`src/rtl/regwin_pkg.sv`:
```
package regwin_pkg;
   localparam int unsigned PTR_W = 5;

   typedef enum logic [1:0] {
      OPK_SAVE    = 2'd0,
      OPK_RESTORE = 2'd1,
      OPK_RETT    = 2'd2,
      OPK_NONE    = 2'd3
   } op_kind_e;

   typedef enum logic [1:0] {
      TRC_NONE      = 2'd0,
      TRC_OVERFLOW  = 2'd1,
      TRC_UNDERFLOW = 2'd2,
      TRC_ILLEGAL   = 2'd3
   } trap_code_e;

   typedef struct packed {
      logic [3:0]       icc;
      logic             ef;
      logic [3:0]       pil;
      logic             s;
      logic             ps;
      logic             et;
      logic [PTR_W-1:0] cwp;
   } win_state_t;

   localparam win_state_t RESET_ST = '{icc: 4'd0, ef: 1'b0, pil: 4'd0, s: 1'b1,
                                       ps: 1'b0, et: 1'b0, cwp: 5'd0};
endpackage

```
`src/rtl/regwin_step.sv`:
```
// Neighbouring window indices with wrap; a power-of-two window count uses masking.
module regwin_step #(
   parameter int unsigned NWIN = 8
) (
   input  logic [4:0] cur,
   output logic [4:0] prev_win,
   output logic [4:0] next_win
);
   localparam logic [4:0] LAST = 5'(NWIN - 1);
   localparam bit         POW2 = ((NWIN & (NWIN - 1)) == 0);

   generate
      if (POW2) begin : g_mask
         assign prev_win = (cur - 5'd1) & LAST;
         assign next_win = (cur + 5'd1) & LAST;
      end else begin : g_cmp
         assign prev_win = (cur == 5'd0) ? LAST : cur - 5'd1;
         assign next_win = (cur == LAST) ? 5'd0 : cur + 5'd1;
      end
   endgenerate
endmodule

```
`src/rtl/regwin_probe.sv`:
```
// Looks up the mask bit of one window through a decoded select.
module regwin_probe #(
   parameter int unsigned NWIN = 8
) (
   input  logic [NWIN-1:0] mask,
   input  logic [4:0]      idx,
   output logic            hit
);
   logic [NWIN-1:0] sel;

   for (genvar i = 0; i < NWIN; i++) begin : g_sel
      assign sel[i] = (idx == 5'(i));
   end

   assign hit = |(mask & sel);
endmodule

```
`src/rtl/regwin_status.sv`:
```
// Packs the held state into the status word and decodes an incoming write.
module regwin_status
   import regwin_pkg::*;
#(
   parameter int unsigned NWIN       = 8,
   parameter logic [7:0]  VERSION_ID = 8'h5A
) (
   input  win_state_t  st,
   output logic [31:0] rd_word,
   input  logic [31:0] wr_word,
   output win_state_t  wr_fields,
   output logic        wr_legal
);
   localparam int unsigned ICC_LO = 20;
   localparam int unsigned EF_B   = 12;
   localparam int unsigned PIL_LO = 8;
   localparam int unsigned S_B    = 7;
   localparam int unsigned PS_B   = 6;
   localparam int unsigned ET_B   = 5;

   always_comb begin
      rd_word                   = '0;
      rd_word[31:24]            = VERSION_ID;
      rd_word[ICC_LO+3:ICC_LO]  = st.icc;
      rd_word[EF_B]             = st.ef;
      rd_word[PIL_LO+3:PIL_LO]  = st.pil;
      rd_word[S_B]              = st.s;
      rd_word[PS_B]             = st.ps;
      rd_word[ET_B]             = st.et;
      rd_word[PTR_W-1:0]        = st.cwp;
   end

   always_comb begin
      wr_fields.icc = wr_word[ICC_LO+3:ICC_LO];
      wr_fields.ef  = wr_word[EF_B];
      wr_fields.pil = wr_word[PIL_LO+3:PIL_LO];
      wr_fields.s   = wr_word[S_B];
      wr_fields.ps  = wr_word[PS_B];
      wr_fields.et  = wr_word[ET_B];
      wr_fields.cwp = wr_word[PTR_W-1:0];
   end

   assign wr_legal = ({1'b0, wr_word[PTR_W-1:0]} < 6'(NWIN));

   logic unused_wr_bits;
   assign unused_wr_bits = ^{wr_word[31:24], wr_word[19:13]};
endmodule

```
`src/rtl/regwin_ctrl.sv`:
```
module regwin_ctrl
   import regwin_pkg::*;
#(
   parameter int unsigned NWIN       = 8,
   parameter logic [7:0]  VERSION_ID = 8'h5A
) (
   input  logic            clk,
   input  logic            rst_n,
   input  logic            op_valid,
   input  logic [1:0]      op_kind,
   input  logic            wr_valid,
   input  logic [31:0]     wr_data,
   input  logic [NWIN-1:0] win_mask,
   output logic [4:0]      cur_win,
   output logic [31:0]     rd_data,
   output logic            trap_req,
   output logic [1:0]      trap_code,
   output logic            irq_recheck
);
   if (NWIN < 2 || NWIN > 32) begin : g_bad_nwin
      $error("regwin_ctrl: NWIN must lie in 2..32");
   end

   win_state_t state_q, state_d, wr_fields;
   trap_code_e code_d;
   logic       recheck_d, wr_legal;
   logic [4:0] prev_win, next_win;
   logic       hit_prev, hit_next;

   regwin_step #(.NWIN(NWIN)) u_step (
      .cur(state_q.cwp), .prev_win(prev_win), .next_win(next_win));

   regwin_probe #(.NWIN(NWIN)) u_probe_prev (
      .mask(win_mask), .idx(prev_win), .hit(hit_prev));

   regwin_probe #(.NWIN(NWIN)) u_probe_next (
      .mask(win_mask), .idx(next_win), .hit(hit_next));

   regwin_status #(.NWIN(NWIN), .VERSION_ID(VERSION_ID)) u_status (
      .st(state_q), .rd_word(rd_data), .wr_word(wr_data),
      .wr_fields(wr_fields), .wr_legal(wr_legal));

   // A window operation outranks a status write arriving in the same cycle.
   always_comb begin
      state_d   = state_q;
      code_d    = TRC_NONE;
      recheck_d = 1'b0;
      if (op_valid) begin
         case (op_kind)
            OPK_SAVE: begin
               if (hit_prev) code_d = TRC_OVERFLOW;
               else          state_d.cwp = prev_win;
            end
            OPK_RESTORE: begin
               if (hit_next) code_d = TRC_UNDERFLOW;
               else          state_d.cwp = next_win;
            end
            OPK_RETT: begin
               if (state_q.et)    code_d = TRC_ILLEGAL;
               else if (hit_next) code_d = TRC_UNDERFLOW;
               else begin
                  state_d.cwp = next_win;
                  state_d.et  = 1'b1;
                  state_d.s   = state_q.ps;
               end
            end
            default: ;
         endcase
      end else if (wr_valid) begin
         if (!wr_legal) code_d = TRC_ILLEGAL;
         else begin
            state_d   = wr_fields;
            recheck_d = 1'b1;
         end
      end
   end

   always_ff @(posedge clk) begin
      if (!rst_n) begin
         state_q     <= RESET_ST;
         trap_req    <= 1'b0;
         trap_code   <= TRC_NONE;
         irq_recheck <= 1'b0;
      end else begin
         state_q     <= state_d;
         trap_req    <= (code_d != TRC_NONE);
         trap_code   <= code_d;
         irq_recheck <= recheck_d;
      end
   end

   assign cur_win = state_q.cwp;
endmodule

```
`config.mk`:
```
export PLATFORM = sky130hd
export DESIGN_NAME = regwin_ctrl
export DESIGN_NICKNAME = d
export VERILOG_FILES = /design/src/rtl/regwin_pkg.sv /design/src/rtl/regwin_step.sv /design/src/rtl/regwin_probe.sv /design/src/rtl/regwin_status.sv /design/src/rtl/regwin_ctrl.sv
export SDC_FILE = /design/constraint.sdc
export NUM_CORES = 1
export LEC_CHECK = 0
export BUFFER_PORTS_ARGS = -buffer_cell sky130_fd_sc_hd__clkbuf_2
export CAP_MARGIN = 20
export CORE_MARGIN = 3
export CORE_UTILIZATION = 40
export CTS_BUF_LIST = sky130_fd_sc_hd__clkbuf_2
export DETAILED_ROUTE_END_ITERATION = 10
export PLACE_DENSITY = 0.77
export SKIP_LAST_GASP = 1
export SYNTH_ARGS = -nofsm -noshare
export SYNTH_HDL_FRONTEND = slang
export SYNTH_SLANG_ARGS = --single-unit
```
`constraint.sdc`:
```
create_clock -name clk -period 4.43 [get_ports clk]
set_clock_uncertainty 0.1 [all_clocks]
set_input_delay 0.443 -clock clk [delete_from_list [all_inputs] [get_ports clk]]
set_output_delay 0.443 -clock clk [all_outputs]
set_load 0.02 [all_outputs]
```
* Word level (Yosys, flattened, before mapping) *
Index checks and enable logic that the tools add are counted.

storage, ports and cells
  output and inout port bits = 41
  input bits = 46
  register bits = 21

operators by class
  magnitude comparators = 1
  reduce and logical (&&, ||, !) cells = 13
  muxes and demuxes = 21
  bitwise operators = 5
  add/sub/neg operators = 2
  eq/ne operators = 24

operator list
  operator                                                                  count
  3-bit == test (second input constant)                                     8
  6-bit 2-to-1 mux                                                          3
  8-bit bitwise AND                                                         2
  8-bit 2-to-1 mux                                                          2
  8-bit OR reduction                                                        2
  5-bit one-hot mux with 3 select lines                                     1
  3-bit by 2-bit == test with 1-bit output (second input constant)          4
  3-bit inequality test (second input constant)                             4
  5-bit zero test                                                           2
  2-bit 2-to-1 mux                                                          5
  5-bit 2-to-1 mux                                                          2
  1-bit 2-to-1 mux                                                          7
  7-bit AND reduction                                                       1
  3-bit by 1-bit == test with 1-bit output (second input constant)          2
  2-bit one-hot mux with 3 select lines                                     1
  3-bit AND reduction                                                       2
  2-bit nonzero test                                                        3
  5-bit by 4-bit < comparator with 1-bit output (second input constant)     1
  5-bit AND reduction                                                       1
  2-bit inequality test (second input constant)                             2
  4-bit by 1-bit inequality test with 1-bit output (second input constant)  1
  3-bit by 1-bit adder with 3-bit output (second input constant)            1
  1-bit NOT                                                                 3
  3-bit OR reduction                                                        1
  other kinds (5)                                                           5

* Longest topological paths before layout *
  depth after elaboration = 9
  gate-level depth with buffers = 7
  gate-level depth less buffers = 7

* By module *
From an unflattened synthesis, not the netlist that was laid out.

unflattened totals
  cells, all modules = 200
  area total of the unflattened synthesis = 1,692.9 sq um

by module, submodules not included
  module         area an instance (sq um)  instances  cells an instance  seq. area each (sq um)
  regwin_ctrl    1,068.5                   1          119                420.4
  regwin_status  379.1                     1          52                 0.0
  regwin_probe   75.1                      2          8                  0.0
  regwin_step    95.1                      1          13                 0.0

* Worst setup path after synthesis *
Ideal clock, no wire load.

  path kind = flip-flop to flip-flop
  start = register state_q, in the netlist cur_win[0]
  end = register trap_req
  clock period less this slack = 2.146 ns
  data required time = 4.210 ns
  arrival = 1.926 ns
  cell stages (with the launch flop) = 8
  path slack = 2.284 ns
  buffers on the path = 0
  library setup time = 0.120 ns
  cells stage by stage = dfxtp_1 > inv_1 > ha_1 > a22oi_1 > nand3b_4 > a32o_1 > a21o_1 > o31a_1

on the way
  word-level cells in the longest chain between the ends = 9
  elaborated cells between the ends (all ways) = 28

ends and longest elaborated chain
  element                                                                 RTL line                              text
  start, declared                                                         regwin_ctrl.sv:24                     win_state_t state_q, state_d, wr_fields;
  start signal, assigned                                                  regwin_ctrl.sv:85                     state_q <= state_d;
  3-bit by 1-bit adder with 3-bit output                                  regwin_step.sv:15                     assign next_win = (cur + 5'd1) & LAST;
  3-bit by 1-bit == test with 1-bit output, or another cell as far along  regwin_probe.sv:12                    assign sel[i] = (idx == 5'(i));
  8-bit bitwise AND                                                       regwin_probe.sv:15                    assign hit = |(mask & sel);
  8-bit OR reduction                                                      regwin_probe.sv:15
  2-bit 2-to-1 mux                                                        regwin_ctrl.sv:55, regwin_ctrl.sv:60
  2-bit 2-to-1 mux                                                        regwin_ctrl.sv:59                     if (state_q.et) code_d = TRC_ILLEGAL;
  2-bit one-hot mux with 3 select lines *                                 regwin_ctrl.sv:49                     case (op_kind)
  2-bit 2-to-1 mux *                                                      regwin_ctrl.sv:48                     if (op_valid) begin
  2-bit nonzero test *                                                    regwin_ctrl.sv:86                     trap_req <= (code_d != TRC_NONE);
  end signal, assigned                                                    regwin_ctrl.sv:86
  end, declared                                                           regwin_ctrl.sv:16                     output logic trap_req,

Every way passes the cells marked *; elsewhere a longest branch is shown, timed or not.
A chain may end at the register's enable or synchronous reset.

* Worst setup path in the final report *
Same ends and word-level chain as after synthesis.

==> results.tsv <==
metric	value	unit
fp.dieArea	4190	µm²
cts_root_buffer	clkbuf_2	
cp.required	4560	ps
outcome	finished, final reports clean	
routed_via_density	4.82	
crit_fanout	9	
period_needed	2200	ps
switching_share	33.7	%
holdBufCountCts	0	
worstSetupPathType	reg -> reg	
fp-row-count	20	
drtIter0Drc	56	
ys_warn_count	0	
clkLatencyLatePin	310	ps
cts_setup_buffers	0	
nNetsFinal	271	
grt_usage	15.2	%
diodes	0	
regToRegStartpoint	cur_win[0]	
cp-endpoint	trap_req	
pwr-share-clk	19.3	%
syn_area_per_cell	8.36	µm²
dp_hpwl	2.42	mm
slew_violations	0	
fin_tns_setup	0	ps
place_congestion	0.775	
initial_core_util	43.4	%
clk_pin_slew	190	ps
io_buffers	56	
ant_nets	0	
drc	0	
fin_crit_sh	49.7	%
critical_path.startpoint	cur_win[0]	
worst_slew_pin_slew	901	ps
setup_viol	0	
r2r-end	trap_req	
reg2reg_depth	7	
rsz0062_at_grt	false	
grt_pass1_vias	1155	
wl	2.98	mm
ctsResizeCount	0	
regArea	420	µm²
drv_cap	0	
comb_power_share	30.6	%
leakage	0.811	nW
grt_pass1_wl	5.12	mm
htreeDepth	1	
synthesis.area	1380	µm²
first_pass_iters	4	
dp_cells	254	
grt_max_degree	16	
clock_sinks	21	
vdd_ir_drop_max	0.119	mV
switching_power	0.137	mW
fillers	346	
synthFlopType	dfxtp_1	
coreArea	3180	µm²
fmax	454	MHz
vias	1244	
async_flop_share	0	%
grt_overflow_total	0	
synthCells	165	
placed_cell_area	1600	µm²
p_int	0.269	mW
p_per_area	251	nW/µm²
fin_cells	258	
clockBufferDepth	2	
relSlewSlack	39.7	%
ys_seq_elements	21	
area_delta_synth_final	17.2	%
die_h	64.7	µm
final_area	1620	µm²
wire_per_inst	11.6	µm
cts_tree	yes	
critical_path_arrival	2330	ps
drive_gt1_share	31.3	%
synth_edf_count	0	
crit_path_start_kind	flip-flop	
cts_buffers	3	
multiInputGateArea	816	µm²
ys_seq_area_share	30.5	%
die_w	64.7	µm
endpoint_kind	flip-flop	
ys_types	36	
p_seq_share	50.1	%
hold_class	in -> reg	
io_pins	87	
hold_viol_final	0	
reg2reg_slack	2230	ps
antenna_found_initial	0	
==> cells in the mapped netlist, types with 2 or more instances <==
master / n / area share (%)
a21oi_1: 14 / 5.1
a22oi_1: 8 / 4.4
a31oi_1: 2 / 0.91
and3_1: 2 / 0.91
buf_4: 20 / 11
clkbuf_1: 3 / 0.82
conb_1: 2 / 0.54
dfxtp_1: 21 / 30
ha_1: 10 / 9.1
inv_1: 7 / 1.9
mux2i_1: 4 / 2.9
nand2_1: 30 / 8.2
nand3_1: 2 / 0.73
nor2_1: 3 / 0.82
nor2b_1: 2 / 0.91
o21a_1: 2 / 1.1
o21ai_0: 12 / 4.4
xnor2_1: 2 / 1.3
xor2_1: 2 / 1.3
==> flip-flops by register name (all words and copies together), names as in the netlist <==
signal / count
trap_req: 1
cur_win: 5
trap_code: 2
state_q: 12
irq_recheck: 1
==> cell usage in the layout (no fill, tap or decap), drive strengths merged <==
cell	n
o31a	1
o21ai	13
a22oi	9
a32o	1
clkbuf	60
dfxtp	21
inv	7
o21a	2
nor2	3
xnor2	2
a21boi	1
a2bb2oi	1
nand4b	1
nor4b	1
a21oi	15
a21o	1
nor2b	2
nor3	1
ha	10
and3	2
nand2	30
and2	1
nand3b	1
nand3	2
a31oi	3
mux2i	4
nand4	1
conb	15
xor2	2
and3b	1
==> through the flow <==
stage	power (mW)	setup WS [ps]	utilization, %	hold slack [ps]
finish	0.406	2230	50.9	220
global route	0.432	2030	50.9	197
CTS	0.411	2220	50.9	197
detailed placement	0.331	2240	50.3	347
global placement	0.329	2270	50.3	342
floorplan	0.306	2280	-	430
==> cells by family (layout without fill, tap and decap cells) <==
logic type,Yosys count,in the layout,share of synthesized area [%]
and+or+nand+nor,46,46,17.3
DFF,21,21,30.5
xor gates and xnor gates,4,4,2.54
AOI/OAI and AO/OA,47,47,23.2
muxes,4,4,2.90
buffers and inverters,31,67,14.0
adders and majority gates,10,10,9.07
other,2,15,0.544
==> power by group through the flow <==
| stage | Clock [mW] | Combinational, mW | Sequential (mW) |
|---|---|---|---|
| 2_1_floorplan | 0 | 0.0907 | 0.215 |
| 3_3_place_gp | 0 | 0.122 | 0.207 |
| 3_5_place_dp | 0 | 0.124 | 0.207 |
| 4_1_cts | 0.0831 | 0.124 | 0.204 |
| 5_1_grt | 0.0903 | 0.137 | 0.205 |
| 6_report | 0.0784 | 0.124 | 0.203 |
==> how the worst min path moves through the flow <==
stage	from	cells past startpoint	to
6_report	wr_data[12]	3	state_q[12]
5_1_grt	wr_data[12]	3	state_q[12]
4_1_cts	wr_data[12]	3	state_q[12]
3_5_place_dp	state_q[12]	2	state_q[12]
3_3_place_gp	state_q[14]	2	state_q[14]
2_1_floorplan	state_q[16]	2	state_q[16]
==> worst max-delay path, cell delays in order, from the launching register on <==
cell	delay, ps
dfxtp_1	530
inv_1	130
ha_1	270
a22oi_1	310
a21oi_2	140
a22oi_4	250
a21boi_1	110
o31a_1	280
==> final cells by class <==
cell class,instances,share of cell area (%)
Tap cell,44,3.40
Clock buffer,4,1.24
Timing Repair Buffer,56,17.3
Multi-Input combinational cell,126,50.4
Inverter,7,1.62
Sequential cell,21,26.0
==> layer usage <==
layer / track usage, % / share of wire, % / up-vias
li1: - / - / 629
met1: 19.0 / 43 / 562
met2: 26.7 / 49 / 51
met3: 3.12 / 6.6 / 2
met4: 3.17 / 0.74 / 0
met5: 0 / 0 / -
Power figures use the tool's default switching activity.
